==> src/rtl/lutram_pkg.sv <==
package lutram_pkg;

    localparam int CELL_AW    = 6;
    localparam int CELL_DEPTH = 1 << CELL_AW;

    typedef enum logic [2:0] {
        ARR_SP64,
        ARR_SP128,
        ARR_SP256,
        ARR_DP,
        ARR_QP,
        ARR_SDP3
    } arr_e;

    // request presented to one storage cell
    typedef struct packed {
        logic               we;
        logic [CELL_AW-1:0] waddr;
        logic               wbit;
        logic [CELL_AW-1:0] raddr;
    } cell_req_t;

    function automatic int arr_cells(arr_e m);
        case (m)
            ARR_SP64:  return 1;
            ARR_SP128: return 2;
            ARR_SP256: return 4;
            ARR_DP:    return 2;
            ARR_QP:    return 4;
            default:   return 3;
        endcase
    endfunction

    function automatic int arr_addr_w(arr_e m);
        case (m)
            ARR_SP128: return CELL_AW + 1;
            ARR_SP256: return CELL_AW + 2;
            default:   return CELL_AW;
        endcase
    endfunction

    function automatic int arr_data_w(arr_e m);
        return (m == ARR_SDP3) ? 3 : 1;
    endfunction

    function automatic int arr_xports(arr_e m);
        case (m)
            ARR_DP:   return 1;
            ARR_QP:   return 3;
            ARR_SDP3: return 1;
            default:  return 0;
        endcase
    endfunction

    function automatic int arr_xw(arr_e m);
        return (arr_xports(m) > 0) ? arr_xports(m) : 1;
    endfunction

    function automatic bit arr_banked(arr_e m);
        return (m == ARR_SP64) || (m == ARR_SP128) || (m == ARR_SP256);
    endfunction

    function automatic bit arr_shared(arr_e m);
        return (m == ARR_DP) || (m == ARR_QP);
    endfunction

endpackage

==> src/rtl/lutram_cell.sv <==
module lutram_cell
    import lutram_pkg::*;
(
    input  logic      clk,
    input  cell_req_t req,
    output logic      q
);
    logic [CELL_DEPTH-1:0] mem = '0;
    logic armed = 1'b0;

    always_ff @(posedge clk) begin
        armed <= 1'b1;
        if (req.we) begin
            mem[req.waddr] <= req.wbit;
        end
    end

    assign q = mem[req.raddr];

    a_r2_write_lands: assert property (@(posedge clk) disable iff (!armed)
        req.we |=> (mem[$past(req.waddr)] == $past(req.wbit)));

    a_r3_idle_holds: assert property (@(posedge clk) disable iff (!armed)
        !req.we |=> $stable(mem));

endmodule

==> src/rtl/lutram_steer.sv <==
module lutram_steer
    import lutram_pkg::*;
#(
    parameter arr_e MODE = ARR_SP64,
    localparam int NC = arr_cells(MODE),
    localparam int AW = arr_addr_w(MODE),
    localparam int DW = arr_data_w(MODE),
    localparam int XW = arr_xw(MODE)
) (
    input  logic                    wr_en,
    input  logic [AW-1:0]           rw_addr,
    input  logic [DW-1:0]           wr_data,
    input  logic [XW*CELL_AW-1:0]   ra_addr,
    output cell_req_t [NC-1:0]      req
);
    localparam int SELW = (AW > CELL_AW) ? AW - CELL_AW : 1;

    logic [SELW-1:0] sel;

    generate
        if (AW > CELL_AW) begin : g_sel
            assign sel = rw_addr[AW-1:CELL_AW];
        end else begin : g_nosel
            assign sel = '0;
        end

        if (arr_banked(MODE)) begin : g_unused
            logic unused_ra;
            assign unused_ra = ^ra_addr;
        end

        for (genvar i = 0; i < NC; i++) begin : g_cell
            if (arr_banked(MODE)) begin : g_bank
                assign req[i] = '{we:    wr_en && (sel == SELW'(i)),
                                  waddr: rw_addr[CELL_AW-1:0],
                                  wbit:  wr_data[0],
                                  raddr: rw_addr[CELL_AW-1:0]};
            end else if (MODE == ARR_SDP3) begin : g_slice
                assign req[i] = '{we:    wr_en,
                                  waddr: rw_addr[CELL_AW-1:0],
                                  wbit:  wr_data[i],
                                  raddr: ra_addr[CELL_AW-1:0]};
            end else if (i == 0) begin : g_port_a
                assign req[i] = '{we:    wr_en,
                                  waddr: rw_addr[CELL_AW-1:0],
                                  wbit:  wr_data[0],
                                  raddr: rw_addr[CELL_AW-1:0]};
            end else begin : g_port_x
                assign req[i] = '{we:    wr_en,
                                  waddr: rw_addr[CELL_AW-1:0],
                                  wbit:  wr_data[0],
                                  raddr: ra_addr[(i-1)*CELL_AW +: CELL_AW]};
            end
        end
    endgenerate

endmodule

==> src/rtl/lutram_rdmux.sv <==
module lutram_rdmux
    import lutram_pkg::*;
#(
    parameter arr_e MODE = ARR_SP64,
    localparam int NC = arr_cells(MODE),
    localparam int AW = arr_addr_w(MODE),
    localparam int DW = arr_data_w(MODE),
    localparam int XW = arr_xw(MODE)
) (
    input  logic [NC-1:0]    cell_q,
    input  logic [AW-1:0]    rw_addr,
    output logic [DW-1:0]    a_rdata,
    output logic [XW*DW-1:0] x_rdata
);
    generate
        if (arr_banked(MODE) && (NC > 1)) begin : g_deep
            logic unused_lo;
            assign unused_lo = ^rw_addr[CELL_AW-1:0];
            assign a_rdata   = cell_q[rw_addr[AW-1:CELL_AW]];
            assign x_rdata   = '0;
        end else begin : g_flat
            logic unused_rw;
            assign unused_rw = ^rw_addr;
            if (arr_banked(MODE)) begin : g_sp64
                assign a_rdata = cell_q[0];
                assign x_rdata = '0;
            end else if (MODE == ARR_SDP3) begin : g_wide
                assign a_rdata = '0;
                assign x_rdata = cell_q;
            end else begin : g_multi
                assign a_rdata = cell_q[0];
                assign x_rdata = cell_q[NC-1:1];
            end
        end
    endgenerate

endmodule

==> src/rtl/lutram_multiport.sv <==
module lutram_multiport
    import lutram_pkg::*;
#(
    parameter arr_e MODE = ARR_SP256,
    localparam int NC = arr_cells(MODE),
    localparam int AW = arr_addr_w(MODE),
    localparam int DW = arr_data_w(MODE),
    localparam int XW = arr_xw(MODE)
) (
    input  logic                  clk,
    input  logic                  wr_en,
    input  logic [AW-1:0]         rw_addr,
    input  logic [DW-1:0]         wr_data,
    input  logic [XW*CELL_AW-1:0] ra_addr,
    output logic [DW-1:0]         a_rdata,
    output logic [XW*DW-1:0]      x_rdata
);
    cell_req_t [NC-1:0] req;
    logic [NC-1:0]      cell_q;
    logic [NC-1:0]      cell_we;
    logic               armed = 1'b0;

    always_ff @(posedge clk) armed <= 1'b1;

    lutram_steer #(.MODE(MODE)) u_steer (
        .wr_en   (wr_en),
        .rw_addr (rw_addr),
        .wr_data (wr_data),
        .ra_addr (ra_addr),
        .req     (req)
    );

    generate
        for (genvar i = 0; i < NC; i++) begin : g_cells
            assign cell_we[i] = req[i].we;
            lutram_cell u_cell (
                .clk (clk),
                .req (req[i]),
                .q   (cell_q[i])
            );
        end
    endgenerate

    lutram_rdmux #(.MODE(MODE)) u_rdmux (
        .cell_q  (cell_q),
        .rw_addr (rw_addr),
        .a_rdata (a_rdata),
        .x_rdata (x_rdata)
    );

    generate
        if (arr_banked(MODE)) begin : g_chk_bank
            a_r5_one_bank: assert property (@(posedge clk) disable iff (!armed)
                wr_en |-> ($countones(cell_we) == 1));
            a_r5_no_stray: assert property (@(posedge clk) disable iff (!armed)
                !wr_en |-> (cell_we == '0));
        end
        if (arr_shared(MODE)) begin : g_chk_share
            a_r6_broadcast: assert property (@(posedge clk) disable iff (!armed)
                wr_en |-> (&cell_we));
            // a read-only port at port A's address agrees with it
            for (genvar k = 0; k < XW; k++) begin : g_agree
                a_r7_ports_agree: assert property (@(posedge clk) disable iff (!armed)
                    (ra_addr[k*CELL_AW +: CELL_AW] == rw_addr[CELL_AW-1:0])
                    |-> (x_rdata[k] == a_rdata[0]));
            end
        end
    endgenerate

endmodule

==> config.mk <==
export PLATFORM = sky130hd
export DESIGN_NAME = lutram_multiport
export DESIGN_NICKNAME = d
export VERILOG_FILES = /design/src/rtl/lutram_pkg.sv /design/src/rtl/lutram_cell.sv /design/src/rtl/lutram_steer.sv /design/src/rtl/lutram_rdmux.sv /design/src/rtl/lutram_multiport.sv
export SDC_FILE = /design/constraint.sdc
export NUM_CORES = 1
export LEC_CHECK = 0
export BUFFER_PORTS_ARGS = -buffer_cell sky130_fd_sc_hd__buf_2
export CORE_MARGIN = 4
export CORE_UTILIZATION = 35
export CTS_CLUSTER_SIZE = 25
export DETAILED_ROUTE_END_ITERATION = 16
export GPL_ROUTABILITY_DRIVEN = 0
export PLACE_DENSITY = 0.6
export SLEW_MARGIN = 30
export SYNTH_ARGS = -nofsm -noshare
export SYNTH_HDL_FRONTEND = slang
export SYNTH_SLANG_ARGS = --single-unit
==> constraint.sdc <==
create_clock -name clk -period 2 [get_ports clk]
set_clock_uncertainty 0.05 [all_clocks]
set_input_delay 0.1 -clock clk [delete_from_list [all_inputs] [get_ports clk]]
set_output_delay 0.1 -clock clk [all_outputs]
set_load 0.005 [all_outputs]
### Word level (Yosys, flattened, before mapping)

Index checks and enable logic that the tools add are counted.

| operators by class | value |
|---|---|
| equality and inequality tests | 3 |
| mux-type cells | 16 |
| order comparisons | 3 |
| reduce and logical (&&, ||, !) cells | 6 |

Operators with widths:

| operator | count |
|---|---|
| $bwmux 64 | 4 |
| $bmux 1 s6 | 4 |
| $lt 6x7->1 const B | 1 |
| $demux 1 s6 | 1 |
| $ge 6x1->1 const B | 1 |
| $mux 1 | 6 |
| $logic_and 1x1->1 | 5 |
| $eq 2x2->1 const B | 2 |
| $lt 2x3->1 const B | 1 |
| $bmux 1 s2 | 1 |
| $eq 2x1->1 const B | 1 |
| $logic_not 2->1 | 1 |

| word-level totals | value |
|---|---|
| output and inout bits | 2 |
| word-level logic and storage cells | 32 |
| input bits | 17 |
| flip-flop bits (word level) | 256 |

### Logic depth before layout (Yosys ltp)

| logic depth | value |
|---|---|
| depth in word-level cells | 5 |
| gate-level depth with buffers | 12 |
| gate-level depth less buffers | 7 |

### Hierarchy

Synthesis repeated with hierarchy kept, for this count alone.

| second synthesis, totals | value |
|---|---|
| cells, all modules | 883 |
| area, all modules | 12359.4 µm² |

Modules (own cells, without submodules):

| module | instances | sequential area each (µm²) | cells an instance | area each (µm²) |
|---|---|---|---|---|
| lutram_cell (g_cells[0].u_cell ...) | 3 | 1921.8 | 206 | 2975.4 |
| lutram_cell (g_cells[3].u_cell) | 1 | 1921.8 | 206 | 2971.6 |
| lutram_steer | 1 | 0.0 | 56 | 427.9 |
| lutram_rdmux | 1 | 0.0 | 3 | 33.8 |

### Worst setup path before layout

No wires, ideal clock.

| timing path | value |
|---|---|
| path type | input-to-output |
| from | in rw_addr[0] |
| to | out a_rdata |
| arrival | 1.839 ns |
| path slack | 0.011 ns |
| stages on the path | 9 |
| buffers on the path | 3 |
| cell sequence | buf_6 buf_2 buf_2 mux2i_1 o21ai_0 a222oi_1 o221ai_1 or3_1 and3_1 |

| between the ends | value |
|---|---|
| word-level cells in the longest chain between the ends | 4 |

Ends and longest elaborated chain:

| item | line | source |
|---|---|---|
| from (decl) | lutram_multiport.sv:12 | `input logic [AW-1:0] rw_addr,` |
| $bmux 1 s6 | lutram_cell.sv:18 | `assign q = mem[req.raddr];` |
| $mux 1 (not written as such) | lutram_cell.sv:18 |  |
| $bmux 1 s2 (*) | lutram_rdmux.sv:19 | `assign a_rdata = cell_q[rw_addr[AW-1:CELL_AW]];` |
| $mux 1 (not written as such) (*) | lutram_rdmux.sv:19 |  |
| to (decl) | lutram_multiport.sv:15 | `output logic [DW-1:0] a_rdata,` |

Every way passes the cells marked *; elsewhere a longest branch is shown, timed or not. The select of a mux whose other input is x is not followed.

### Final worst setup path

| timing path | value |
|---|---|
| from | reg g_cells[2].u_cell.mem[28] |
| to | out a_rdata |

| between the ends | value |
|---|---|
| word-level cells in the longest chain between the ends | 4 |

Ends and longest elaborated chain:

| item | line | source |
|---|---|---|
| from (decl) | lutram_cell.sv:8 | `logic [CELL_DEPTH-1:0] mem = '0;` |
| from (signal, indexed assignment) | lutram_cell.sv:14 | `mem[req.waddr] <= req.wbit;` |
| $bmux 1 s6 | lutram_cell.sv:18 |  |
| $mux 1 (not written as such) | lutram_cell.sv:18 |  |
| $bmux 1 s2 | lutram_rdmux.sv:19 |  |
| $mux 1 (not written as such) | lutram_rdmux.sv:19 |  |

Every way passes these cells. The select of a mux whose other input is x is not followed.

==> impl_metrics.env <==
export IMPL_vias=8123
export IMPL_n_fill_cell=2998
export IMPL_clock_sinks=256
export IMPL_max_freq_mhz=341.2
export IMPL_synth_distinct_cells=57
export IMPL_yosys_cell_count_top_type="nor2_1"
export IMPL_drive_above_1_share=0.2303
export IMPL_design_area_mm2=0.01410
export IMPL_gr_total_overflow=0
export IMPL_synthFlopType="edfxtp_1"
export IMPL_synth_common_cells="269 x nor2_1, 256 x edfxtp_1, 72 x nand2_1, 47 x clkbuf_1, 31 x mux2i_1"
export IMPL_area_growth_pct=22.75
export IMPL_die_y_um=189.1
export IMPL_yosys_area_top_type_share=0.6694
export IMPL_grt_pass1_wl_mm=49.96
export IMPL_start_kind="flip-flop"
export IMPL_synthArstFlopShare=0
export IMPL_synthesis_nets=951
export IMPL_path_clk_slew_ns=0.06
export IMPL_antenna_left=0
export IMPL_placed_cell_area_mm2=0.01303
export IMPL_largest_reg_flops=256
export IMPL_multiInputGateArea_mm2=0.003471
export IMPL_routedWlPerCell_um=21.61
export IMPL_grt_max_degree=76
export IMPL_cts_root_buffer="clkbuf_16"
export IMPL_gr_usage_all_layers=0.1814
export IMPL_routed_wl_mm=32.63
export IMPL_core_area_mm2=0.03245
export IMPL_cts_made_buffers=28
export IMPL_cts_tree="done"
export IMPL_row_count=66
export IMPL_yosys_warnings=0
export IMPL_min_path_type="in -> reg"
export IMPL_rsz0062_at_grt="yes"
export IMPL_port_buffers=11
export IMPL_synth_area_mm2=0.01148
export IMPL_antenna_found_initial=0
export IMPL_initial_core_util=0.3539
export IMPL_critical_path_class="reg -> out"
export IMPL_power_density_mw_per_mm2=892.0
export IMPL_seqCellArea_mm2=0.007687
export IMPL_worst_pin_slew_ns=0.7305
export IMPL_peakVddDrop_mv=0.6546
export IMPL_place_ws_ns=-0.6656
export IMPL_post_synth_top_area_cell="edfxtp_1"
export IMPL_cp_max_fo=1
export IMPL_io_pins=19
export IMPL_clockBufferDepth=3
export IMPL_vias_per_cell=5.379
export IMPL_largest_register="g_cells.u_cell.mem"
export IMPL_ys_seq_area_frac=0.6694
export IMPL_die_x_um=189.1
export IMPL_drc=0
export IMPL_diodes=0
export IMPL_synth_edf_count=256
export IMPL_arrival_ns=2.78
export IMPL_yosys_top_cells_area="edfxtp_1 67%, nor2_1 8.8%, mux2i_1 2.7%, nand2_1 2.4%, mux2_2 1.9%"
export IMPL_drt_initial_drc_count=997
export IMPL_num_nets_final=1063
export IMPL_ys_ff_latch=256
export IMPL_outcome="complete, but fails checks"
export IMPL_min_period_ns=2.931
export IMPL_htreeDepth=1
export IMPL_dr_pass1_iters=6
export IMPL_setup_tns_ns=-0.9305
export IMPL_syn_area_per_cell_um2=12.30
export IMPL_crit_path_end_kind="output port"
export IMPL_hold_viol=0
export IMPL_hpwl_mm=22.55
export IMPL_setup_viol=1
export IMPL_max_cap_violations=0
export IMPL_synthCells=934
export IMPL_violations="negative setup slack"
export IMPL_drv_slew=0
export IMPL_worstPathRequired_ns=1.85
export IMPL_period_share=1.465
export IMPL_leakagePower_nw=4.660
export IMPL_setup_slack_ns=-0.9305
export IMPL_slew_limit_headroom=0.5104
export IMPL_grt_pass1_vias=8224
export IMPL_die_area_mm2=0.03578
export IMPL_largest_registers="g_cells.u_cell.mem (256)"
## kinds of logic after synthesis
| logic type | count (synthesis) | synth area share |
|---|---|---|
| compound gates | 132 | 0.08280 |
| buf+inv | 78 | 0.03225 |
| flops | 256 | 0.6694 |
| mux | 61 | 0.06591 |
| other cells | 1 | 0.0003265 |
| simple gates | 406 | 0.1494 |
## metrics by stage
stage            util  power (W)  cells  hold slack, ns
4_1_cts        0.4338    0.01264   1510          0.1548
6_report       0.4344    0.01258   1510          0.1838
3_5_place_dp   0.4015   0.006935   1457          0.5510
3_3_place_gp   0.4015   0.006929   1457          0.5439
2_1_floorplan       -   0.006444    934          0.1489
5_1_grt        0.4344    0.01293   1510          0.2031
## cells in the final DEF, fill, tap and decap left out, types with 3 or more instances in the layout
cell       netlist  layout
nor2_1         269     269
edfxtp_1       256     256
buf_4            4     131
nand2_1         72      72
mux2i_1         31      30
clkbuf_16        0      28
a22oi_1         27      27
o21ai_0         20      19
mux2_2          19      19
a21oi_1         15      15
buf_12           1      15
a221oi_1        15      14
nand3_1         12      12
a31oi_1         12      12
clkinv_2         0       9
buf_2           13       9
and3_1           8       8
nor2b_1          8       8
bufinv_16        0       8
mux4_2           6       7
clkinv_1         2       6
and3b_1          6       6
o22ai_1          7       6
nand2b_1         5       5
a22o_1           5       5
a211oi_1         5       5
and2_1           4       4
or3_1            4       4
a221o_1          4       4
a222oi_1         4       4
or2_2            3       3
o2bb2ai_1        3       3
o211ai_1         3       3
nor4bb_1         3       3
mux2_4           3       3
## worst paths after layout
check             cells past startpoint  slack [ns]                      start                         to
setup / recovery                      7       -0.93  g_cells[2].u_cell.mem[28]                    a_rdata
hold / removal                        3        0.18                 rw_addr[3]  g_cells[0].u_cell.mem[46]
## worst max-delay path, cell delays in order (launching register included)
cell	delay [ns]
edfxtp_1	0.40
mux2_4	0.28
a221o_1	0.29
a222oi_1	0.35
o22ai_1	0.13
or3_1	0.41
and3_1	0.23
buf_2	0.13
## report_power, final
| group | switching [W] | internal, W |
|---|---|---|
| sequential | 0.00000308 | 0.00591 |
| clock | 0.00214 | 0.00359 |
| combinational | 0.000561 | 0.000369 |
## area by class of cell
cell class | count | area share
Sequential cell | 256 | 0.5453
Timing Repair Buffer | 157 | 0.09577
Inverter | 3 | 0.0007988
Clock buffer | 30 | 0.05024
Clock inverter | 22 | 0.02245
Tap cell | 442 | 0.03923
Multi-Input combinational cell | 600 | 0.2462
## metal layers
layer  track usage  up-vias  part of all wire
li1              -     3654                 -
met1        0.2502     4052              0.42
met2        0.2887      347              0.47
met3       0.03743       70             0.078
met4       0.05970        0             0.035
met5             0        -                 0
## timing repair
item | 4_1_cts | 5_1_grt
pin swaps | 3 | 1
endpoints found under the hold margin | 33 | 0
hold buffers | 1 | 0
gates resized for setup | 2 | 7
buffers inserted | 0 | 0
endpoints found under the setup margin | 1 | 1
Note: power is estimated with default switching activity, not from simulation.
